### src/rtl/sd_cmd_pkg.sv
package sd_cmd_pkg;
  localparam int WORD_W    = 32;
  localparam int RSP_W     = 128;
  localparam int NUM_WORDS = RSP_W / WORD_W;
  localparam int CRC_W     = 8;

  // command word bit positions
  localparam int IDX_LSB   = 24;
  localparam int IDX_W     = 6;
  localparam int TYPE_LSB  = 22;
  localparam int DATA_BIT  = 21;
  localparam int IXCHK_BIT = 20;
  localparam int CRCCHK_BIT= 19;
  localparam int RSP_LSB   = 16;
  localparam int MULTI_BIT = 5;
  localparam int DIR_BIT   = 4;
  localparam int AUTO_LSB  = 2;
  localparam int BCNT_BIT  = 1;

  // echoed index position in a short response
  localparam int RIDX_LSB  = 32;

  typedef enum logic [1:0] {
    RSP_NONE  = 2'd0,
    RSP_LONG  = 2'd1,
    RSP_SHORT = 2'd2,
    RSP_BUSY  = 2'd3
  } rsp_kind_e;

  typedef struct packed {
    logic tmo;
    logic crc;
    logic idx;
  } err_cause_t;
endpackage

### src/rtl/sd_cmd_launch.sv
module sd_cmd_launch
  import sd_cmd_pkg::*;
#(
  parameter int AW      = 4,
  parameter int ARG_OFS = 2,
  parameter int CMD_OFS = 3
) (
  input  logic              clk_i,
  input  logic              rst_ni,
  input  logic              wr_en_i,
  input  logic [AW-1:0]     wr_addr_i,
  input  logic [WORD_W-1:0] wr_data_i,
  input  logic              cmd_busy_i,
  input  logic              cmd_srst_i,
  output logic              launch_o,
  output logic              start_o,
  output logic [WORD_W-1:0] cmd_word_o,
  output logic [WORD_W-1:0] arg_o
);
  localparam logic [AW-1:0] ARG_A = AW'(ARG_OFS);
  localparam logic [AW-1:0] CMD_A = AW'(CMD_OFS);

  logic [WORD_W-1:0] arg_shadow_q;
  logic              arg_wr;

  assign arg_wr   = wr_en_i && (wr_addr_i == ARG_A);
  assign launch_o = wr_en_i && (wr_addr_i == CMD_A) && !cmd_busy_i && !cmd_srst_i;

  always_ff @(posedge clk_i or negedge rst_ni) begin
    if (!rst_ni) begin
      arg_shadow_q <= '0;
    end else if (arg_wr) begin
      arg_shadow_q <= wr_data_i;
    end
  end

  // argument is frozen at launch so later writes do not disturb the engine
  always_ff @(posedge clk_i or negedge rst_ni) begin
    if (!rst_ni) begin
      cmd_word_o <= '0;
      arg_o      <= '0;
      start_o    <= 1'b0;
    end else begin
      start_o <= launch_o;
      if (launch_o) begin
        cmd_word_o <= wr_data_i;
        arg_o      <= arg_shadow_q;
      end
    end
  end
endmodule

### src/rtl/sd_cmd_flags.sv
module sd_cmd_flags
  import sd_cmd_pkg::*;
(
  input  logic      clk_i,
  input  logic      rst_ni,
  input  logic      launch_i,
  input  logic      has_data_i,
  input  rsp_kind_e rsp_i,
  input  logic      evt_i,
  input  logic      cmd_srst_i,
  input  logic      dat_srst_i,
  output logic      cmd_inhibit_o,
  output logic      dat_inhibit_o
);
  logic dat_set;

  assign dat_set = launch_i && (has_data_i || (rsp_i == RSP_BUSY));

  always_ff @(posedge clk_i or negedge rst_ni) begin
    if (!rst_ni) begin
      cmd_inhibit_o <= 1'b0;
    end else if (cmd_srst_i) begin
      cmd_inhibit_o <= 1'b0;
    end else if (launch_i) begin
      cmd_inhibit_o <= 1'b1;
    end else if (evt_i) begin
      cmd_inhibit_o <= 1'b0;
    end
  end

  always_ff @(posedge clk_i or negedge rst_ni) begin
    if (!rst_ni) begin
      dat_inhibit_o <= 1'b0;
    end else if (dat_srst_i) begin
      dat_inhibit_o <= 1'b0;
    end else if (dat_set) begin
      dat_inhibit_o <= 1'b1;
    end
  end
endmodule

### src/rtl/sd_cmd_resp.sv
module sd_cmd_resp
  import sd_cmd_pkg::*;
(
  input  logic             clk_i,
  input  logic             rst_ni,
  input  logic             evt_i,
  input  rsp_kind_e        rsp_i,
  input  logic [IDX_W-1:0] idx_i,
  input  logic             idx_chk_i,
  input  logic             crc_chk_i,
  input  logic [RSP_W-1:0] eng_resp_i,
  input  logic             eng_timeout_i,
  input  logic             eng_crc_bad_i,
  output logic [RSP_W-1:0] resp_o,
  output logic             done_o,
  output logic             err_o,
  output err_cause_t       cause_o
);
  err_cause_t       cause;
  logic             any_err;
  logic             short_kind;
  logic             store_long;
  logic             store_short;
  logic [RSP_W-1:0] long_val;

  assign short_kind = rsp_i[1];
  assign long_val   = {{CRC_W{1'b0}}, eng_resp_i[RSP_W-1:CRC_W]};

  always_comb begin
    cause.tmo = eng_timeout_i;
    cause.crc = !eng_timeout_i && crc_chk_i && eng_crc_bad_i;
    cause.idx = !eng_timeout_i && short_kind && idx_chk_i &&
                (eng_resp_i[RIDX_LSB +: IDX_W] != idx_i);
  end

  assign any_err     = |cause;
  assign store_long  = evt_i && !eng_timeout_i && (rsp_i == RSP_LONG);
  assign store_short = evt_i && !eng_timeout_i && short_kind;

  for (genvar g = 0; g < NUM_WORDS; g++) begin : g_word
    logic [WORD_W-1:0] word_q;
    if (g == 0) begin : g_low
      always_ff @(posedge clk_i or negedge rst_ni) begin
        if (!rst_ni)          word_q <= '0;
        else if (store_long)  word_q <= long_val[g*WORD_W +: WORD_W];
        else if (store_short) word_q <= eng_resp_i[WORD_W-1:0];
      end
    end else begin : g_high
      always_ff @(posedge clk_i or negedge rst_ni) begin
        if (!rst_ni)         word_q <= '0;
        else if (store_long) word_q <= long_val[g*WORD_W +: WORD_W];
      end
    end
    assign resp_o[g*WORD_W +: WORD_W] = word_q;
  end

  always_ff @(posedge clk_i or negedge rst_ni) begin
    if (!rst_ni) begin
      done_o  <= 1'b0;
      err_o   <= 1'b0;
      cause_o <= '0;
    end else begin
      done_o  <= evt_i && !any_err;
      err_o   <= evt_i && any_err;
      cause_o <= evt_i ? cause : '0;
    end
  end
endmodule

### src/rtl/sd_cmd_issue.sv
module sd_cmd_issue
  import sd_cmd_pkg::*;
#(
  parameter int AW      = 4,
  parameter int ARG_OFS = 2,
  parameter int CMD_OFS = 3
) (
  input  logic              clk_i,
  input  logic              rst_ni,
  input  logic              wr_en_i,
  input  logic [AW-1:0]     wr_addr_i,
  input  logic [31:0]       wr_data_i,
  input  logic              cmd_srst_i,
  input  logic              dat_srst_i,
  output logic              eng_start_o,
  output logic [31:0]       eng_cmd_o,
  output logic [31:0]       eng_arg_o,
  input  logic              eng_done_i,
  input  logic [127:0]      eng_resp_i,
  input  logic              eng_timeout_i,
  input  logic              eng_crc_bad_i,
  output logic              cmd_inhibit_o,
  output logic              dat_inhibit_o,
  output logic [127:0]      resp_o,
  output logic              cmd_done_o,
  output logic              cmd_err_o,
  output logic              err_timeout_o,
  output logic              err_crc_o,
  output logic              err_index_o,
  output logic              xfer_multi_o,
  output logic              xfer_rd_o,
  output logic              blkcnt_en_o,
  output logic [1:0]        auto_cmd_o,
  output logic [1:0]        cmd_type_o
);
  logic       launch;
  logic       evt;
  err_cause_t cause;

  sd_cmd_launch #(
    .AW     (AW),
    .ARG_OFS(ARG_OFS),
    .CMD_OFS(CMD_OFS)
  ) u_launch (
    .clk_i     (clk_i),
    .rst_ni    (rst_ni),
    .wr_en_i   (wr_en_i),
    .wr_addr_i (wr_addr_i),
    .wr_data_i (wr_data_i),
    .cmd_busy_i(cmd_inhibit_o),
    .cmd_srst_i(cmd_srst_i),
    .launch_o  (launch),
    .start_o   (eng_start_o),
    .cmd_word_o(eng_cmd_o),
    .arg_o     (eng_arg_o)
  );

  // completion only counts while a command is outstanding
  assign evt = eng_done_i && cmd_inhibit_o && !cmd_srst_i;

  sd_cmd_flags u_flags (
    .clk_i        (clk_i),
    .rst_ni       (rst_ni),
    .launch_i     (launch),
    .has_data_i   (wr_data_i[DATA_BIT]),
    .rsp_i        (rsp_kind_e'(wr_data_i[RSP_LSB +: 2])),
    .evt_i        (evt),
    .cmd_srst_i   (cmd_srst_i),
    .dat_srst_i   (dat_srst_i),
    .cmd_inhibit_o(cmd_inhibit_o),
    .dat_inhibit_o(dat_inhibit_o)
  );

  sd_cmd_resp u_resp (
    .clk_i        (clk_i),
    .rst_ni       (rst_ni),
    .evt_i        (evt),
    .rsp_i        (rsp_kind_e'(eng_cmd_o[RSP_LSB +: 2])),
    .idx_i        (eng_cmd_o[IDX_LSB +: IDX_W]),
    .idx_chk_i    (eng_cmd_o[IXCHK_BIT]),
    .crc_chk_i    (eng_cmd_o[CRCCHK_BIT]),
    .eng_resp_i   (eng_resp_i),
    .eng_timeout_i(eng_timeout_i),
    .eng_crc_bad_i(eng_crc_bad_i),
    .resp_o       (resp_o),
    .done_o       (cmd_done_o),
    .err_o        (cmd_err_o),
    .cause_o      (cause)
  );

  assign err_timeout_o = cause.tmo;
  assign err_crc_o     = cause.crc;
  assign err_index_o   = cause.idx;

  assign xfer_multi_o = eng_cmd_o[MULTI_BIT];
  assign xfer_rd_o    = eng_cmd_o[DIR_BIT];
  assign blkcnt_en_o  = eng_cmd_o[BCNT_BIT];
  assign auto_cmd_o   = eng_cmd_o[AUTO_LSB +: 2];
  assign cmd_type_o   = eng_cmd_o[TYPE_LSB +: 2];
endmodule

### config.mk
export PLATFORM = sky130hd
export DESIGN_NAME = sd_cmd_issue
export DESIGN_NICKNAME = d
export VERILOG_FILES = /design/src/rtl/sd_cmd_pkg.sv /design/src/rtl/sd_cmd_launch.sv /design/src/rtl/sd_cmd_flags.sv /design/src/rtl/sd_cmd_resp.sv /design/src/rtl/sd_cmd_issue.sv
export SDC_FILE = /design/constraint.sdc
export NUM_CORES = 1
export LEC_CHECK = 0
export BUFFER_PORTS_ARGS = -buffer_cell sky130_fd_sc_hd__buf_2
export CORE_UTILIZATION = 44
export CTS_CLUSTER_SIZE = 8
export DETAILED_ROUTE_END_ITERATION = 10
export PLACE_DENSITY = 0.77
export REMOVE_ABC_BUFFERS = 1
export SLEW_MARGIN = 10
export SYNTH_ARGS = -nofsm -noshare
export SYNTH_HDL_FRONTEND = slang
export SYNTH_HIERARCHICAL = 1
export SYNTH_SLANG_ARGS = --single-unit
### constraint.sdc
create_clock -name clk_i -period 1.8 [get_ports clk_i]
set_clock_uncertainty 0.15 [all_clocks]
set_input_delay 0.36 -clock clk_i [delete_from_list [all_inputs] [get_ports clk_i]]
set_output_delay 0.36 -clock clk_i [all_outputs]
set_load 0.05 [all_outputs]
==> run summary, run 1 <==
PortBufs: 370
grt ovf: 0
worst endpoint required time: 2060 ps
Die Wd: 146 microns
clk slew on worst S/H paths: 50 ps
Die Y: 146 microns
Post-Synthesis Cells: 550
Yosys reg bits: 224
CTS Buf Count: 31
failing checks: setup timing
Tmin final: 1960 ps
P per Cell Area: 1010 nW/um^2
initial core utilization: 0.452
vias post-DR: 6602
share of power burned in registers: 0.422
Setup crit start: u_flags/cmd_inhibit_o$_DFFE_PN0P_
Clk pwr share: 0.357
first-pass GRT wire length: 41.1 mm
design area: 13700 sq um
core area: 20300 sq um
worst-path maximum fanout: 12
Detailed Place HPWL: 16.5 mm
WL/cell: 19.7 microns
CTS Buffer Depth: 3
Core Util, Final: 0.676
Mapped Area: 9170 sq um
met2 WL: 14.0 mm
Post-synth top flop: dfrtp_1
leakage: 7.54 nW
Post-DP Area: 11500 sq um
maximum number of pins on one net before global-route repair: 43
worst hold margin: 34.5 ps
share of cells above drive strength 1: 0.644
post-synth cell types: 24
max cap viols: 0
Die ar.: 21400 sq um
crit path launch type: flip-flop
post-synthesis sequential area ratio: 0.611
row count: 52
clock root buffer master: clkbuf_16
via density per instance: 4.89
Clock Latency Late Sink: 530 ps
final setup vio count: 171
number of synthesized flops with an enable pin: 0
non-filler instance count after layout: 1350
slew of the pin with the lowest slew margin: 500 ps
RR Startpoint: u_flags/cmd_inhibit_o$_DFFE_PN0P_
Setup Slack @ Placement: -294 ps
vias in the first global route: 7337
DR top layer: met4
Placed Cells: 1192
RSZ-0062 raised after global routing: yes
WL met3: 1.73 mm
Clock Sinks: 224
GRT Overall Usage: 0.245
Detail Route Antenna Nets: 0
P&R area growth vs syn: 49.7%
hold depth: 3
io pins: 379
share of the cycle needed by the critical path after routing: 1.09
HP Class: in -> reg
Synth warnings: 6
RR Endpoint: u_launch/arg_o[8]$_DFFE_PN0P_
WL met1: 10.3 mm
placer congestion estimate: 0.801
outcome: finished with violations
ANT cells: 0
drc violations: 0
nets: 1253
count of final hold-check violations: 0
CP Data Arrival Time: 2220 ps
TritonRoute pass-1 iters: 5
Slew headroom: 0.664
Reg2Reg Depth: 4
crit end category: flip-flop
Slew Viols, Final: 0
minimum setup slack among reg-to-reg paths: -160 ps
Pint: 9.66 mW
final worst slack: -159 ps
Starting DRT DRC Count: 186
Critical Path End: u_launch/arg_o[8]$_DFFE_PN0P_
H-tree Lvls: 1
Setup TNS: -13160 ps
Highest Clock Rate: 511 MHz
final WL: 26.6 mm
Syn Area/Cell: 16.7 sq um
worst setup path category: reg -> reg
initial antenna violation count: 0
combinational power share: 0.221
total power: 13.9 mW
Net Sw Frac: 0.303
CTS tree: built
switching power: 4.19 mW
Peak VDD IR: 986 uV
Async SR Flop Fraction: 1.00
[cells in the mapped netlist, types with 2 or more instances]
cell | n | share of area
nor3_1 | 3 | 0.0016
nand2b_1 | 2 | 0.0014
and3b_1 | 2 | 0.0019
mux2_2 | 195 | 0.24
a21o_1 | 2 | 0.0016
and2_1 | 2 | 0.0014
buf_6 | 10 | 0.012
a21oi_1 | 3 | 0.0016
dfrtp_1 | 224 | 0.61
xor2_1 | 6 | 0.0057
mux2_4 | 53 | 0.087
inv_1 | 2 | 0.00082
buf_2 | 9 | 0.0049
nor2_1 | 5 | 0.0020
nor4_1 | 2 | 0.0014
buf_4 | 22 | 0.018
[logic make-up after synthesis]
| family | after synthesis | synth area share |
|---|---|---|
| AO/OA/AOI/OAI | 7 | 0.00518 |
| XOR/XNOR | 6 | 0.00573 |
| buffers and inverters | 43 | 0.0360 |
| flip-flops | 224 | 0.611 |
| multiplexers | 248 | 0.326 |
| other | 1 | 0.000409 |
| AND/OR/NAND/NOR | 21 | 0.0149 |
[worst min-delay path by stage]
| stage | to | startpoint |
|---|---|---|
| after floorplan | u_flags/cmd_inhibit_o$_DFFE_PN0P_ | rst_ni |
| after global placement | u_launch/cmd_word_o[10]$_DFFE_PN0P_ | rst_ni |
| after detailed placement | u_launch/cmd_word_o[10]$_DFFE_PN0P_ | rst_ni |
| after CTS | u_resp/g_word[0].word_q[4]$_DFFE_PN0P_ | eng_resp_i[4] |
| after global routing | u_resp/g_word[0].word_q[31]$_DFFE_PN0P_ | eng_resp_i[39] |
| final | u_resp/g_word[0].word_q[30]$_DFFE_PN0P_ | eng_resp_i[38] |
[placed cells by master, fill, tap and decap left out, types with 6 or more instances in the layout]
master | netlist | layout
buf_4 | 22 | 22
buf_12 | 0 | 14
conb_1 | 1 | 8
dlygate4sd3_1 | 0 | 123
buf_2 | 9 | 365
clkbuf_16 | 0 | 33
xor2_1 | 6 | 6
dfrtp_1 | 224 | 224
mux2_2 | 195 | 175
mux2_4 | 53 | 73
[worst max-delay path, stage by stage, from the launching register on]
cell       delay, ps
dfrtp_1          370
buf_4            140
or4b_4           640
clkbuf_16        240
mux2_4           300
[flip-flops by register name, indices dropped and copies added, names as in the netlist]
| register | count |
|---|---|
| u_resp/g_word.word_q | 120 |
| u_launch/arg_o | 32 |
| u_launch/arg_shadow_q | 32 |
| u_launch/cmd_word_o | 32 |
| u_resp/cause_o | 3 |
| u_flags/cmd_inhibit_o | 1 |
| u_flags/dat_inhibit_o | 1 |
| u_launch/start_o | 1 |
| u_resp/done_o | 1 |
| u_resp/err_o | 1 |
[power groups by stage]
stage / clock network, mW / logic [mW] / registers [mW]
floorplan: 0 / 0.685 / 7.08
global placement: 0 / 2.77 / 5.87
detailed placement: 0 / 2.81 / 5.88
CTS: 5.05 / 3.03 / 5.82
global route: 5.25 / 3.21 / 5.90
finish: 4.95 / 3.07 / 5.84
[per-layer routing]
layer | vias up | track usage
met1 | 3310 | 0.288
met2 | 280 | 0.445
met3 | 39 | 0.0597
met4 | 0 | 0.0651
li1 | 2973 | -
met5 | - | 0
[area by class of cell]
class                   instances  area (sq um)
clock buffers                  31           776
clock inverters                 1          8.76
fillers                      1353          6580
inverters                       2          10.0
multi-input cells             290          3350
flip-flops and latches        224          5610
well taps                     270           338
repair buffers                532          3630
[timing repair]
action | CTS | global route
hold endpoints to repair | 378 | 0
hold buffers | 123 | 0
gates cloned | 0 | 3
endpoints found under the setup margin | 160 | 182
setup buffers | 0 | 0
pin swaps | 2 | 0
gates resized for setup | 11 | 31
Note: power is estimated with default switching activity, not from simulation.
==> run 2, diff against run 1 <==
ABC_AREA = 1   (was unset)
==> run 2 against run 1 <==
The flow still finishes with violations (setup timing). Cell count increased by 38%. Synthesized area rose by 1.0%. Synthesized cell count rose by 94%. Die area grew 0.98%. Power is 1.3% lower. Register-to-register slack gained 150 ps. Maximum frequency is 8.2% higher. Non-clock buffer count rose by 37. Largest cell class unchanged. Largest power group unchanged.
==> run summary, run 2 <==
outcome: finished with violations
failing checks: setup timing
H-tree Lvls: 1
ANT cells: 0
share of cells above drive strength 1: 0.283
HP Class: in -> reg
Highest Clock Rate: 552 MHz
vias in the first global route: 9923
Placed Cells: 1667
CP Data Arrival Time: 1300 ps
Peak VDD IR: 770 uV
maximum number of pins on one net before global-route repair: 88
hold depth: 4
Syn Area/Cell: 8.69 sq um
worst path buffer plus inverter count: 1
leading area contributor after synthesis: dfrtp_1
io pins: 379
total power: 13.7 mW
count leader, synth: nand2_1
row count: 52
clock root buffer master: clkbuf_16
Die Y: 147 microns
worst hold start: cmd_srst_i
count of final hold-check violations: 0
Mapped Area: 9260 sq um
CP delay by family, top: flip-flops
design area: 13900 sq um
Post-Synthesis Cells: 1066
Reg2Reg Depth: 9
max cap viols: 0
minimum setup slack among reg-to-reg paths: -10 ps
number of synthesized flops with an enable pin: 0
Worst path slowest cell: dfrtp_1
Post-synth top flop: dfrtp_1
final WL: 34.2 mm
Die Wd: 147 microns
core area: 20400 sq um
PortBufs: 370
Clock Sinks: 224
worst setup path category: reg -> out
worst-path maximum fanout: 2
commonest non-fill, non-tap cell in the layout: nand2_1
non-filler instance count after layout: 1865
Yosys reg bits: 224
P per Cell Area: 985 nW/um^2
Synth top area share: 0.605
crit path launch type: flip-flop
GRT Overall Usage: 0.312
post-synthesis sequential area ratio: 0.605
clk slew on worst S/H paths: 50 ps
final setup vio count: 2
Die ar.: 21600 sq um
initial antenna violation count: 0
first-pass GRT wire length: 53.4 mm
post-synth cell types: 20
top cells by area, synth: dfrtp_1 (61%), nand2_1 (22%), nand3_1 (3.6%)
final worst slack: -11.0 ps
CP peak stage delay: 380 ps
Worst Hold End: u_resp/cause_o[0]$_DFF_PN0_
Slew Viols, Final: 0
share of the cycle needed by the critical path after routing: 1.01
via density per instance: 5.30
Starting DRT DRC Count: 1060
Detail Route Antenna Nets: 0
placer congestion estimate: 0.891
initial core utilization: 0.453
CTS Buf Count: 31
drc violations: 0
max reg flops: 120
commonest cells after routing, fill and taps aside: nand2_1 (545), buf_2 (364), dfrtp_1 (224)
Largest Register: u_resp/g_word.word_q
CTS Buffer Depth: 3
Tmin final: 1810 ps
RR Startpoint: u_flags/cmd_inhibit_o$_DFFE_PN0P_
grt ovf: 0
P&R area growth vs syn: 49.9%
worst path cell trace: buf_2
Synth top cells by count: nand2_1 (546), dfrtp_1 (224), nand3_1 (66), nor2_1 (48), buf_2 (44)
Post-DP Area: 11400 sq um
leakage: 8.12 nW
Synth warnings: 6
CTS tree: built
WL/cell: 18.3 microns
worst endpoint required time: 1290 ps
RR Endpoint: u_resp/g_word[0].word_q[3]$_DFFE_PN0P_
nets: 1768
vias post-DR: 9883
Async SR Flop Fraction: 1.00
Detailed Place HPWL: 19.3 mm
Clock Latency Late Sink: 540 ps
crit end category: output port
TritonRoute pass-1 iters: 8
## run 2: changes by cell type in the layout (fill, tap and decap cells not counted), sizes merged, moves of 3 or more
cell	change
nand4	+32
nand2	+547
dlygate4sd3	+42
xor2	-6
nor2	+49
buf	-6
nand3	+66
mux2	-248
inv	+23
nor3	-3
a31oi	+32
## run 2: cells by family after synthesis
kind of cell | share of synthesized area
compound gates | 0.0242
buf+inv | 0.0627
simple gates | 0.307
flops | 0.605
other cells | 0.000405
## run 2: metal layers
metal | wire [microns] | up-vias | part of all wire | global-route usage
li1 | - | 4371 | - | -
met1 | 12100 | 4595 | 0.35 | 0.370
met2 | 16400 | 742 | 0.48 | 0.509
met3 | 3720 | 175 | 0.11 | 0.0885
met4 | 1950 | 0 | 0.057 | 0.178
met5 | 0 | - | 0 | 0
## run 2: worst min-delay path, cell delays in order
cell and delay (ps):
buf_2 110, nor2_2 50, inv_2 90, nor2_1 50
## run 2: worst max-delay path by stage
stage,start,endpoint,slack (ps),cells past startpoint
after floorplan,u_flags/cmd_inhibit_o$_DFFE_PN0P_,u_resp/g_word[0].word_q[0]$_DFFE_PN0P_,-1970,8
after global placement,cmd_srst_i,u_resp/g_word[0].word_q[18]$_DFFE_PN0P_,70,9
after detailed placement,cmd_srst_i,u_resp/g_word[0].word_q[7]$_DFFE_PN0P_,-10,9
after CTS,u_launch/cmd_word_o[29]$_DFFE_PN0P_,eng_cmd_o[29],6,1
after global routing,u_flags/cmd_inhibit_o$_DFFE_PN0P_,u_resp/g_word[0].word_q[3]$_DFFE_PN0P_,-150,9
final,u_resp/g_word[0].word_q[3]$_DFFE_PN0P_,resp_o[3],-10,1
## run 2: layout make-up
class	instances	area, sq um
well taps	270	338
multi-input cells	745	3110
inverters	25	98.8
fillers	1401	6550
repair buffers	569	3940
flip-flops and latches	224	5610
clock buffers	31	776
clock inverters	1	8.76
## run 2: metrics by stage
| stage | util | worst slack [ps] | TNS [ps] | hold slack [ps] |
|---|---|---|---|---|
| finish | 0.679 | -11.0 | -18.0 | 25.0 |
| global route | 0.679 | -147 | -192 | 46.1 |
| CTS | 0.677 | 5.83 | 0 | 5.28 |
| detailed placement | 0.558 | -12.1 | -19.7 | 180 |
| global placement | 0.558 | 72.3 | 0 | 173 |
| floorplan | - | -1970 | -292360 | -85.6 |
## run 2: power by group
group	switching [mW]	internal, mW
logic	2.06	0.849
clock network	2.01	2.98
registers	0.283	5.49
## run 2: repair_timing
action / 4_1_cts / 5_1_grt
gates cloned: 0 / 1
hold endpoints to repair: 244 / 0
setup endpoints to repair: 2 / 23
gates resized for setup: 2 / 6
setup buffers: 0 / 0
hold buffers: 165 / 0
